[src/rtl/rcr_pkg.sv]
package rcr_pkg;

    localparam int unsigned NUM_FLAGS = 8;

    // Flag vector, power-on flag at bit 0 (LSB of the packed struct).
    typedef struct packed {
        logic lowpwr;
        logic wdg_win;
        logic wdg_ind;
        logic cpu_sw;
        logic dom;
        logic pin;
        logic bor;
        logic por;
    } rcr_flags_t;

    // Raw event pulses entering the block.
    typedef struct packed {
        logic bor;
        logic pin;
        logic cpu_sw;
        logic wdg_ind;
        logic wdg_win;
        logic bad_lp_dom;
        logic bad_lp_cpu;
        logic dstop1_exit;
        logic dstop2_enter;
        logic dstop2_exit;
    } rcr_evt_t;

    localparam rcr_flags_t FLAGS_POR_PRESET = '{
        lowpwr: 1'b0, wdg_win: 1'b0, wdg_ind: 1'b0, cpu_sw: 1'b0,
        dom: 1'b1, pin: 1'b1, bor: 1'b1, por: 1'b1
    };

    function automatic rcr_flags_t map_events(rcr_evt_t e, logic dom_from_stop2);
        rcr_flags_t f;
        f.por    = 1'b0;
        f.bor    = e.bor;
        f.pin    = e.pin;
        f.dom    = e.dstop1_exit | dom_from_stop2;
        f.cpu_sw = e.cpu_sw;
        f.wdg_ind = e.wdg_ind;
        f.wdg_win = e.wdg_win;
        f.lowpwr = e.bad_lp_dom | e.bad_lp_cpu;
        return f;
    endfunction

endpackage

[src/rtl/rcr_stop2_track.sv]
module rcr_stop2_track (
    input  logic clk,
    input  logic por_rst,
    input  logic enter_i,
    input  logic exit_i,
    input  logic pin_i,
    output logic dom_set_o
);
    logic in_stop_q;
    logic pin_seen_q;

    always_ff @(posedge clk) begin
        if (por_rst) begin
            in_stop_q  <= 1'b0;
            pin_seen_q <= 1'b0;
        end else if (enter_i) begin
            in_stop_q  <= 1'b1;
            pin_seen_q <= 1'b0;
        end else if (exit_i) begin
            in_stop_q  <= 1'b0;
            pin_seen_q <= 1'b0;
        end else if (in_stop_q && pin_i) begin
            pin_seen_q <= 1'b1;
        end
    end

    always_comb begin
        dom_set_o = exit_i && !enter_i && in_stop_q && (pin_seen_q || pin_i);
    end

    AST_ENTER_ARMS: assert property (@(posedge clk) disable iff (por_rst)
        enter_i |=> (in_stop_q && !pin_seen_q));
    AST_EXIT_DISARMS: assert property (@(posedge clk) disable iff (por_rst)
        (exit_i && !enter_i) |=> (!in_stop_q && !pin_seen_q));
    AST_NO_PIN_NO_DOM: assert property (@(posedge clk) disable iff (por_rst)
        !in_stop_q |-> !dom_set_o);

endmodule

[src/rtl/rcr_flag_bank.sv]
module rcr_flag_bank #(
    parameter int unsigned        N      = 8,
    parameter logic [N-1:0]       PRESET = '0
) (
    input  logic         clk,
    input  logic         por_rst,
    input  logic [N-1:0] set_i,
    input  logic         clr_i,
    output logic [N-1:0] flag_o
);
    logic [N-1:0] flag_q;

    for (genvar i = 0; i < N; i++) begin : g_flag
        always_ff @(posedge clk) begin
            if (por_rst) begin
                flag_q[i] <= PRESET[i];
            end else if (set_i[i]) begin
                flag_q[i] <= 1'b1;
            end else if (clr_i) begin
                flag_q[i] <= 1'b0;
            end
        end

        AST_SET_TAKES: assert property (@(posedge clk) disable iff (por_rst)
            set_i[i] |=> flag_q[i]);
        AST_STICKY: assert property (@(posedge clk) disable iff (por_rst)
            (flag_q[i] && !clr_i) |=> flag_q[i]);
        AST_CLEARS: assert property (@(posedge clk) disable iff (por_rst)
            (clr_i && !set_i[i]) |=> !flag_q[i]);
        AST_SET_BEATS_CLR: assert property (@(posedge clk) disable iff (por_rst)
            (clr_i && set_i[i]) |=> flag_q[i]);
        AST_NO_SPURIOUS: assert property (@(posedge clk) disable iff (por_rst)
            (!flag_q[i] && !set_i[i]) |=> !flag_q[i]);
    end

    assign flag_o = flag_q;

endmodule

[src/rtl/rcr_reg_port.sv]
module rcr_reg_port #(
    parameter int unsigned DATA_W   = 32,
    parameter int unsigned N        = 8,
    parameter int unsigned CLR_BIT  = 0,
    parameter int unsigned FLAG_LSB = 8
) (
    input  logic              clk,
    input  logic              por_rst,
    input  logic              wr_i,
    input  logic              wbit_i,
    input  logic [N-1:0]      flags_i,
    output logic              clr_o,
    output logic [DATA_W-1:0] rdata_o
);
    localparam int unsigned FLAG_MSB = FLAG_LSB + N - 1;

    initial begin
        if (FLAG_MSB >= DATA_W || (CLR_BIT >= FLAG_LSB && CLR_BIT <= FLAG_MSB))
            $error("rcr_reg_port: field layout does not fit");
    end

    logic clr_q;

    always_ff @(posedge clk) begin
        if (por_rst)    clr_q <= 1'b0;
        else if (wr_i)  clr_q <= wbit_i;
    end

    always_comb begin
        rdata_o                  = '0;
        rdata_o[CLR_BIT]         = clr_q;
        rdata_o[FLAG_LSB +: N]   = flags_i;
    end

    assign clr_o = clr_q;

    AST_WR_CAPTURE: assert property (@(posedge clk) disable iff (por_rst)
        wr_i |=> (clr_q == $past(wbit_i)));
    AST_CLR_HOLDS: assert property (@(posedge clk) disable iff (por_rst)
        !wr_i |=> $stable(clr_q));

endmodule

[src/rtl/rst_cause_rec.sv]
module rst_cause_rec
    import rcr_pkg::*;
#(
    parameter int unsigned DATA_W   = 32,
    parameter int unsigned CLR_BIT  = 0,
    parameter int unsigned FLAG_LSB = 8
) (
    input  logic              clk,
    input  logic              por_rst,
    input  logic              ev_brownout,
    input  logic              ev_pin,
    input  logic              ev_cpu_sw,
    input  logic              ev_wdg_ind,
    input  logic              ev_wdg_win,
    input  logic              ev_bad_lp_dom,
    input  logic              ev_bad_lp_cpu,
    input  logic              ev_dstop1_exit,
    input  logic              ev_dstop2_enter,
    input  logic              ev_dstop2_exit,
    input  logic              reg_wr,
    input  logic [DATA_W-1:0] reg_wdata,
    output logic [DATA_W-1:0] reg_rdata
);
    localparam int unsigned N = NUM_FLAGS;

    rcr_evt_t   evt;
    rcr_flags_t set_vec;
    rcr_flags_t flags;
    logic       dom_from_stop2;
    logic       clr;
    logic       wdata_unused;

    assign wdata_unused = ^reg_wdata;

    always_comb begin
        evt.bor          = ev_brownout;
        evt.pin          = ev_pin;
        evt.cpu_sw       = ev_cpu_sw;
        evt.wdg_ind      = ev_wdg_ind;
        evt.wdg_win      = ev_wdg_win;
        evt.bad_lp_dom   = ev_bad_lp_dom;
        evt.bad_lp_cpu   = ev_bad_lp_cpu;
        evt.dstop1_exit  = ev_dstop1_exit;
        evt.dstop2_enter = ev_dstop2_enter;
        evt.dstop2_exit  = ev_dstop2_exit;
    end

    rcr_stop2_track u_stop2 (
        .clk       (clk),
        .por_rst   (por_rst),
        .enter_i   (evt.dstop2_enter),
        .exit_i    (evt.dstop2_exit),
        .pin_i     (evt.pin),
        .dom_set_o (dom_from_stop2)
    );

    assign set_vec = map_events(evt, dom_from_stop2);

    rcr_flag_bank #(
        .N      (N),
        .PRESET (FLAGS_POR_PRESET)
    ) u_bank (
        .clk     (clk),
        .por_rst (por_rst),
        .set_i   (set_vec),
        .clr_i   (clr),
        .flag_o  (flags)
    );

    rcr_reg_port #(
        .DATA_W   (DATA_W),
        .N        (N),
        .CLR_BIT  (CLR_BIT),
        .FLAG_LSB (FLAG_LSB)
    ) u_port (
        .clk     (clk),
        .por_rst (por_rst),
        .wr_i    (reg_wr),
        .wbit_i  (reg_wdata[CLR_BIT]),
        .flags_i (flags),
        .clr_o   (clr),
        .rdata_o (reg_rdata)
    );

    AST_POR_PRESET: assert property (@(posedge clk) disable iff (por_rst)
        $fell(por_rst) |-> (reg_rdata[FLAG_LSB +: N] == FLAGS_POR_PRESET
                            && !reg_rdata[CLR_BIT]));
    AST_POR_FLAG_ONLY_RESET: assert property (@(posedge clk) disable iff (por_rst)
        !flags.por |=> !flags.por);
    AST_LP_EITHER: assert property (@(posedge clk) disable iff (por_rst)
        (ev_bad_lp_dom || ev_bad_lp_cpu) |=> flags.lowpwr);
    AST_DSTOP1_DOM: assert property (@(posedge clk) disable iff (por_rst)
        ev_dstop1_exit |=> flags.dom);
    AST_MULTI_SET: assert property (@(posedge clk) disable iff (por_rst)
        (ev_brownout && ev_wdg_ind) |=> (flags.bor && flags.wdg_ind));

endmodule

[config.mk]
export PLATFORM = sky130hd
export DESIGN_NAME = rst_cause_rec
export DESIGN_NICKNAME = d
export VERILOG_FILES = /design/src/rtl/rcr_pkg.sv /design/src/rtl/rcr_stop2_track.sv /design/src/rtl/rcr_flag_bank.sv /design/src/rtl/rcr_reg_port.sv /design/src/rtl/rst_cause_rec.sv
export SDC_FILE = /design/constraint.sdc
export NUM_CORES = 1
export LEC_CHECK = 0
export BUFFER_PORTS_ARGS = -buffer_cell sky130_fd_sc_hd__clkbuf_2
export CAP_MARGIN = 20
export CORE_MARGIN = 1.5
export CORE_UTILIZATION = 32
export DETAILED_ROUTE_END_ITERATION = 8
export PLACE_DENSITY = 0.76
export SYNTH_ARGS = -nofsm -noshare
export SYNTH_HDL_FRONTEND = slang
export SYNTH_HIERARCHICAL = 1
export SYNTH_SLANG_ARGS = --single-unit
[constraint.sdc]
create_clock -name clk -period 1.1 [get_ports clk]
set_clock_uncertainty 0.05 [all_clocks]
set_input_delay 0.11 -clock clk [delete_from_list [all_inputs] [get_ports clk]]
set_output_delay 0.11 -clock clk [all_outputs]
set_load 0.03 [all_outputs]
After elaboration in Yosys (flattened, before gate mapping)
Index checks and enable logic that the tools add are counted.
{"block": "word_totals", "output_inout_bits": 32, "wordCells": 35, "input_bits": 45, "regBits": 11}
{"block": "classes", "muxes": 7, "n_bitwise": 2, "reduce_logical": 15}
{"operator": "$reduce_bool A2 Y1", "count": 5}
{"operator": "$mux W1", "count": 7}
{"operator": "$reduce_or A2 Y1", "count": 3}
{"operator": "$logic_and A1 B1 Y1", "count": 4}
{"operator": "$reduce_or A3 Y1", "count": 1}
{"operator": "$or A1 B1 Y1", "count": 2}
{"operator": "$logic_not A1 Y1", "count": 1}
{"operator": "$logic_or A1 B1 Y1", "count": 1}

Longest topological paths before layout
Gate-level depths: netlist of run 1.
{"block": "logic_depth", "word_depth": 6, "ltp_mapped": 5, "mapped_depth_nobuf": 5}

By module
The synthesis of run 1 kept the hierarchy.
{"mod": "rcr_reg_port", "instances": 1, "cells_each": 36, "seq_area_each_um2": 20.0, "area_each_um2": 277.8}
{"mod": "rcr_flag_bank", "instances": 1, "cells_each": 33, "seq_area_each_um2": 160.2, "area_each_um2": 275.3}
{"mod": "rcr_stop2_track", "instances": 1, "cells_each": 8, "seq_area_each_um2": 40.0, "area_each_um2": 87.6}
{"mod": "rst_cause_rec", "instances": 1, "cells_each": 3, "seq_area_each_um2": 0.0, "area_each_um2": 16.3}

Worst setup path after synthesis of run 1
Ideal clock, no wire load.
{"block": "synth_timing", "path_kind": "flip-flop to flip-flop", "startpoint": "register u_stop2.pin_seen_q", "endpoint": "register u_bank.flag_q[3], in the netlist u_bank/flag_o[3]", "stages_incl_launch_ff": 5, "setup_ns": 0.123, "path_buffers": 0, "t_required_ns": 0.927, "arrival_ns": 0.850, "slack_ns": 0.078, "synth_period_minus_slack_ns": 1.022, "cell_sequence": "dfxtp_1 -> o2111a_1 -> or2_1 -> nor2_1 -> o21ai_0"}
{"element": "from (decl)", "line_no": "rcr_stop2_track.sv:10", "source": "logic pin_seen_q;"}
{"element": "from (signal assigned)", "line_no": "rcr_stop2_track.sv:15", "source": "pin_seen_q <= 1'b0;"}
{"element": "from (signal assigned)", "line_no": "rcr_stop2_track.sv:18", "source": "pin_seen_q <= 1'b0;"}
{"element": "from (signal assigned)", "line_no": "rcr_stop2_track.sv:21", "source": "pin_seen_q <= 1'b0;"}
{"element": "to (signal, indexed assignment)", "line_no": "rcr_flag_bank.sv:16", "source": "flag_q[i] <= PRESET[i];"}
{"element": "to (decl)", "line_no": "rcr_flag_bank.sv:11", "source": "logic [N-1:0] flag_q;"}

==> results of run 1 <==
-- tightest hold or removal path, delay by kind of cell --
kind                   cells  cell delay (ns)
buffers and inverters      2             0.12
AOI/OAI and AO/OA          1             0.05
-- metal layers --
metal | routed length (µm) | global-route usage | vias to the layer above | share of wire
li1 | - | - | 226 | -
met1 | 332 | 0.0832 | 192 | 0.37
met2 | 473 | 0.153 | 27 | 0.53
met3 | 85 | 0.0494 | 0 | 0.095
met4 | 0 | 0.0429 | 0 | 0
met5 | 0 | 0 | - | 0
-- synth_stat cells --
cell / n / area [µm²]
a21oi_1: 5 / 25.0
a21oi_2: 1 / 8.76
buf_2: 1 / 5.00
buf_4: 32 / 240
conb_1: 2 / 7.51
dfxtp_1: 11 / 220
inv_1: 9 / 33.8
mux2i_1: 1 / 10.0
nand2b_1: 5 / 31.3
nor2_1: 5 / 18.8
nor4_2: 1 / 12.5
o2111a_1: 1 / 11.3
o21ai_0: 4 / 20.0
or2_1: 2 / 12.5
-- cell type report --
type,instances,area share
clock buffers,4,0.0369
flip-flops and latches,11,0.316
multi-input cells,49,0.337
inverters,9,0.0475
repair buffers,26,0.214
well taps,27,0.0475
-- power by group through the flow --
stage | registers (W) | logic (W) | clock network [W]
6_report | 0.000433 | 0.000233 | 0.000262
5_1_grt | 0.000436 | 0.000249 | 0.000313
4_1_cts | 0.000434 | 0.000232 | 0.000279
3_5_place_dp | 0.000443 | 0.000221 | 0
3_3_place_gp | 0.000442 | 0.000219 | 0
2_1_floorplan | 0.000438 | 0.000262 | 0
-- registers in the layout, indices dropped and copies added, names as in the netlist --
name / cells
u_bank/flag_o: 8
u_port/clr_o: 1
u_stop2/in_stop_q: 1
u_stop2/pin_seen_q: 1
-- logic make-up after synthesis --
kind of cell / after synthesis / synth area share
AND/OR/NAND/NOR: 13 / 0.114
multiplexers: 1 / 0.0152
buffers and inverters: 42 / 0.425
other: 2 / 0.0114
AO/OA/AOI/OAI: 11 / 0.0990
flip-flops: 11 / 0.335
-- through the flow --
| stage | utilization | power, W | worst slack (ns) | std cells |
|---|---|---|---|---|
| floorplan | - | 0.000700 | 0.0779 | 102 |
| finish | 0.367 | 0.000928 | 0.0615 | 126 |
| detailed placement | 0.329 | 0.000664 | 0.0209 | 118 |
| global placement | 0.329 | 0.000660 | 0.0314 | 118 |
| CTS | 0.363 | 0.000946 | 0.00278 | 126 |
| global route | 0.367 | 0.000998 | 0.0195 | 126 |
-- repair_timing --
item,4_1_cts,5_1_grt
hold buffers,4,0
setup endpoints to repair,1,2
endpoints found under the hold margin,3,0
resized for setup,1,5
pin swaps,0,2
cloned,0,0
-- path summary, 6_finish.rpt --
path                                          from                to  slack, ns  depth (start not counted)
worst max-delay path            u_stop2/pin_seen_q  u_bank/flag_o[3]       0.06                          4
worst max register to register  u_stop2/pin_seen_q  u_bank/flag_o[3]       0.06                          4
worst min register to register    u_bank/flag_o[2]  u_bank/flag_o[2]       0.40                          2
worst min-delay path                    ev_wdg_win  u_bank/flag_o[6]       0.01                          3
==> flow_summary.toml, run 1 <==
[final_layout]
layout_common_cells = "conb_1, clkbuf_2, inv_1, dfxtp_1"
final_common_cell = "conb_1"
drive_gt1_frac = 0.293
seqCellArea_um2 = 225
synthToLayoutAreaGrowth_pct = 8.38
multi_input_comb_area_um2 = 240
n_fill_cell = 216
antennaDiodeCount = 0
finalInstanceArea_um2 = 712
fin_nets = 145

[setup_path]
slowest_delay_ns = 0.32
crit_path_start_kind = "flop"
cp_max_fo = 2
crit_arrival_ns = 1.14
crit_path_cell_trace = "o2111a_1 > or2_1 > nor2_1 > o21ai_1"
crit_family = "flip-flops"
path_buf_inv = 0
cp-end-kind = "flop"
critical_path_class = "reg -> reg"
cpMaxStageDelayCell = "dfxtp_2"
crit_required_ns = 1.20

[synthesis]
syn_avg_cell_area_um2 = 8.21
synth_area_um2 = 657
syn_inst = 80
yosysSeqAreaShare = 0.335
ys_types = 14
synth.yosys.warnings = 6
ys_ff_latch = 11

[floorplanning]
io_pins = 77
chipHeight_um = 48.3
start_util = 0.338
row_count = 16
die-area_um2 = 2330
chipWidth_um = 48.3
core_area_um2 = 1940

[routing]
drc = 0
drt-pass1-iter-count = 2
antenna_left = 0
viasPerCell = 3.53
vias = 445
wl_um = 891
wire_per_inst_um = 7.07
drtIter0Drc = 7

[sta]
maxSlewViolCount = 0
period_minus_slack_ns = 1.04
hold-worst-slack_ns = 0.0101
period_share = 0.944
finalHoldViolCount = 0
fin_setup_tns_ns = 0
setup_violations = 0
rsz0062_at_grt = "no"
fmax_mhz = 963

[pwr]
combinationalPowerShare = 0.251
p_seq_frac = 0.466
p_int_w = 0.000616
irDropWorstVdd_mv = 0.613
clkPwrFrac = 0.282
p_leak_nw = 0.409
powerDensity_nw_per_um2 = 1300
power.switching_w = 0.000312
netSwitchingFraction = 0.336

[grt]
antenna_found_initial = 0
grt_pass1_wl_mm = 1.53
grt.overflow.total = 0
grt_pass1_vias = 376
grt_max_degree = 12
gr-usage-all-layers = 0.0879

[clock_tree]
path_clk_slew_ns = 0.07
htree_num_levels = 1
cts-buffers-inserted = 3
clock_sinks = 11
clock_latency_ns = 0.26
clock_path_buffers = 2
cts_root_buf = "clkbuf_4"
postCtsSetupRepairBufs = 0
cts_tree = "yes"

[outcome]
outcome = "finished, final reports clean"

[hold_path]
hp-class = "in -> reg"

[place]
port_buffers = 22
gp_congestion = 0.614
dpl-instance-area_um2 = 638
hpwlAfterDp_um = 712

[flow_run]
cap_violations = 0
Power figures use the tool's default switching activity.
==> inputs of run 2 (changes only) <==
Settings changed: ABC_AREA from default to 1, CORE_UTILIZATION 32 to 33, PLACE_DENSITY 0.76 to 0.77.
==> run 2 against run 1 <==
Largest cell class unchanged; critical endpoint is now reg_rdata[0]; worst setup slack improved by 0.034 ns; clock-buffer cell count unchanged; via count is 8.5% higher; flip-flop and latch count unchanged.
==> flow_summary.toml, run 2 <==
[outcome]
outcome = "finished, final reports clean"

[floorplanning]
die-area_um2 = 2360
chipWidth_um = 48.6
core_area_um2 = 1960
io_pins = 77
chipHeight_um = 48.6
start_util = 0.349
row_count = 16

[setup_path]
r2r_end = "u_bank/flag_o[3]"
rrSetupSlack_ns = 0.29
cpMaxStageDelayCell = "dfxtp_1"
crit_family = "flip-flops"
cp_max_fo = 3
slowest_delay_ns = 0.36
crit_path_cell_trace = "clkbuf_2"
path_buf_inv = 1
critical_path_class = "reg -> out"
r2r_cells = 6
crit_path_start_kind = "flop"
r2r-start = "u_stop2/pin_seen_q"
crit_arrival_ns = 0.84
crit_required_ns = 0.94
cp-end-kind = "primary output"

[final_layout]
drive_gt1_frac = 0.279
antennaDiodeCount = 0
synthToLayoutAreaGrowth_pct = 3.10
layout_common_cells = "conb_1, clkbuf_2, nand2_1, inv_1, dfxtp_1"
final_common_cell = "conb_1"
n_fill_cell = 234
fin_nets = 157
largest_register_ffs = 8

[clock_tree]
clock_latency_ns = 0.26
cts_root_buf = "clkbuf_4"
clock_sinks = 11
htree_num_levels = 1
cts_resized = 0
path_clk_slew_ns = 0.07
cts_tree = "yes"
cts-buffers-inserted = 3
clock_path_buffers = 2

[grt]
grt.overflow.total = 0
gr-usage-all-layers = 0.0901
grt_pass1_vias = 411
antenna_found_initial = 0
grt_max_degree = 12
grt_pass1_wl_mm = 1.60

[routing]
wl_um = 959
vias = 483
drc = 0
antenna_left = 0
viasPerCell = 3.50
wire_per_inst_um = 6.95
drtIter0Drc = 11
drt-pass1-iter-count = 2

[sta]
finalHoldViolCount = 0
fin_ws_ns = 0.0959
rsz0062_at_grt = "no"
period_share = 0.913
fmax_mhz = 996
fin_setup_tns_ns = 0
period_minus_slack_ns = 1.00
setup_violations = 0
maxSlewViolCount = 0

[hold_path]
whs_endpoint = "u_bank/flag_o[6]"
hp-start = "ev_wdg_win"
whs_path_depth = 3
hp-class = "in -> reg"

[synthesis]
ys_ff_latch = 11
ys_top_cells_by_area = "buf_4, dfxtp_1, nand2_1"
synthArstFlopShare = 0
synth.most_common_cell = "buf_4"
synth_area_um2 = 686
synth_edf_count = 0
synth_top_area_frac = 0.350
yosysSeqAreaShare = 0.321
syn_inst = 94
syn_avg_cell_area_um2 = 7.29
synthFlopType = "dfxtp_1"
synth_commonest_cells = "buf_4, nand2_1, inv_1"
ys_types = 12
yosys.area.top_type = "buf_4"
synth.yosys.warnings = 6

[place]
pre_cts_ws_ns = 0.294
port_buffers = 22
gp_congestion = 0.654
hpwlAfterDp_um = 763

[pwr]
irDropWorstVdd_mv = 0.741
powerDensity_nw_per_um2 = 1340
p_leak_nw = 0.425

[flow_run]
cap_violations = 0
run 2: timing repair:
action / in CTS / in global routing
hold buffers: 2 / 0
endpoints found under the setup margin: 0 / 0
setup buffers: 0 / 0
endpoints found under the hold margin: 2 / 0
run 2: routing by layer:
metal | vias up | track usage | share of wire
met5 | - | 0 | 0
met4 | 0 | 0.0286 | 0.0042
met3 | 2 | 0.0556 | 0.11
met2 | 28 | 0.148 | 0.46
met1 | 201 | 0.0956 | 0.42
li1 | 252 | - | -
run 2: worst max-delay path by stage:
stage | startpoint | to | slack (ns) | cells past startpoint
after floorplan | u_stop2/pin_seen_q | u_bank/flag_o[3] | 0.33 | 6
after global placement | u_stop2/pin_seen_q | u_bank/flag_o[3] | 0.30 | 6
after detailed placement | u_stop2/pin_seen_q | u_bank/flag_o[3] | 0.29 | 6
after CTS | u_port/clr_o | reg_rdata[0] | 0.08 | 1
after global routing | u_port/clr_o | reg_rdata[0] | 0.05 | 1
final | u_port/clr_o | reg_rdata[0] | 0.1 | 1
run 2: kinds of logic (layout without fill, tap and decap cells):
kind of cell	Yosys count	after routing	share of synthesized area
buffers and inverters	46	41	0.438
AND/OR/NAND/NOR	29	29	0.164
flip-flops	11	11	0.321
AO/OA/AOI/OAI	6	6	0.0657
other	2	24	0.0110
run 2: through the flow:
step                      area (µm²)  power [W]  utilization  std cells  hold slack [ns]
final                            707   0.000949        0.360        138           0.0228
after CTS                        707   0.000968        0.360        138          0.00922
after floorplan                  768   0.000727            -        116            0.129
after global routing             707    0.00101        0.360        138           0.0219
after detailed placement         661   0.000687        0.337        132            0.260
after global placement           661   0.000682        0.337        132            0.250
run 2: area by class of cell:
class	count	area (µm²)	share of cell area
Timing Repair Buffer	24	130	0.184
Clock buffer	4	26.3	0.0372
Tap cell	27	33.8	0.0478
Inverter	13	48.8	0.0690
Sequential cell	11	220	0.312
Multi-Input combinational cell	59	248	0.350
run 2: where the power goes:
group          internal (W)  switching (W)
logic             0.0000557       0.000195
clock network      0.000140       0.000126
registers          0.000420      0.0000119
total              0.000616       0.000333
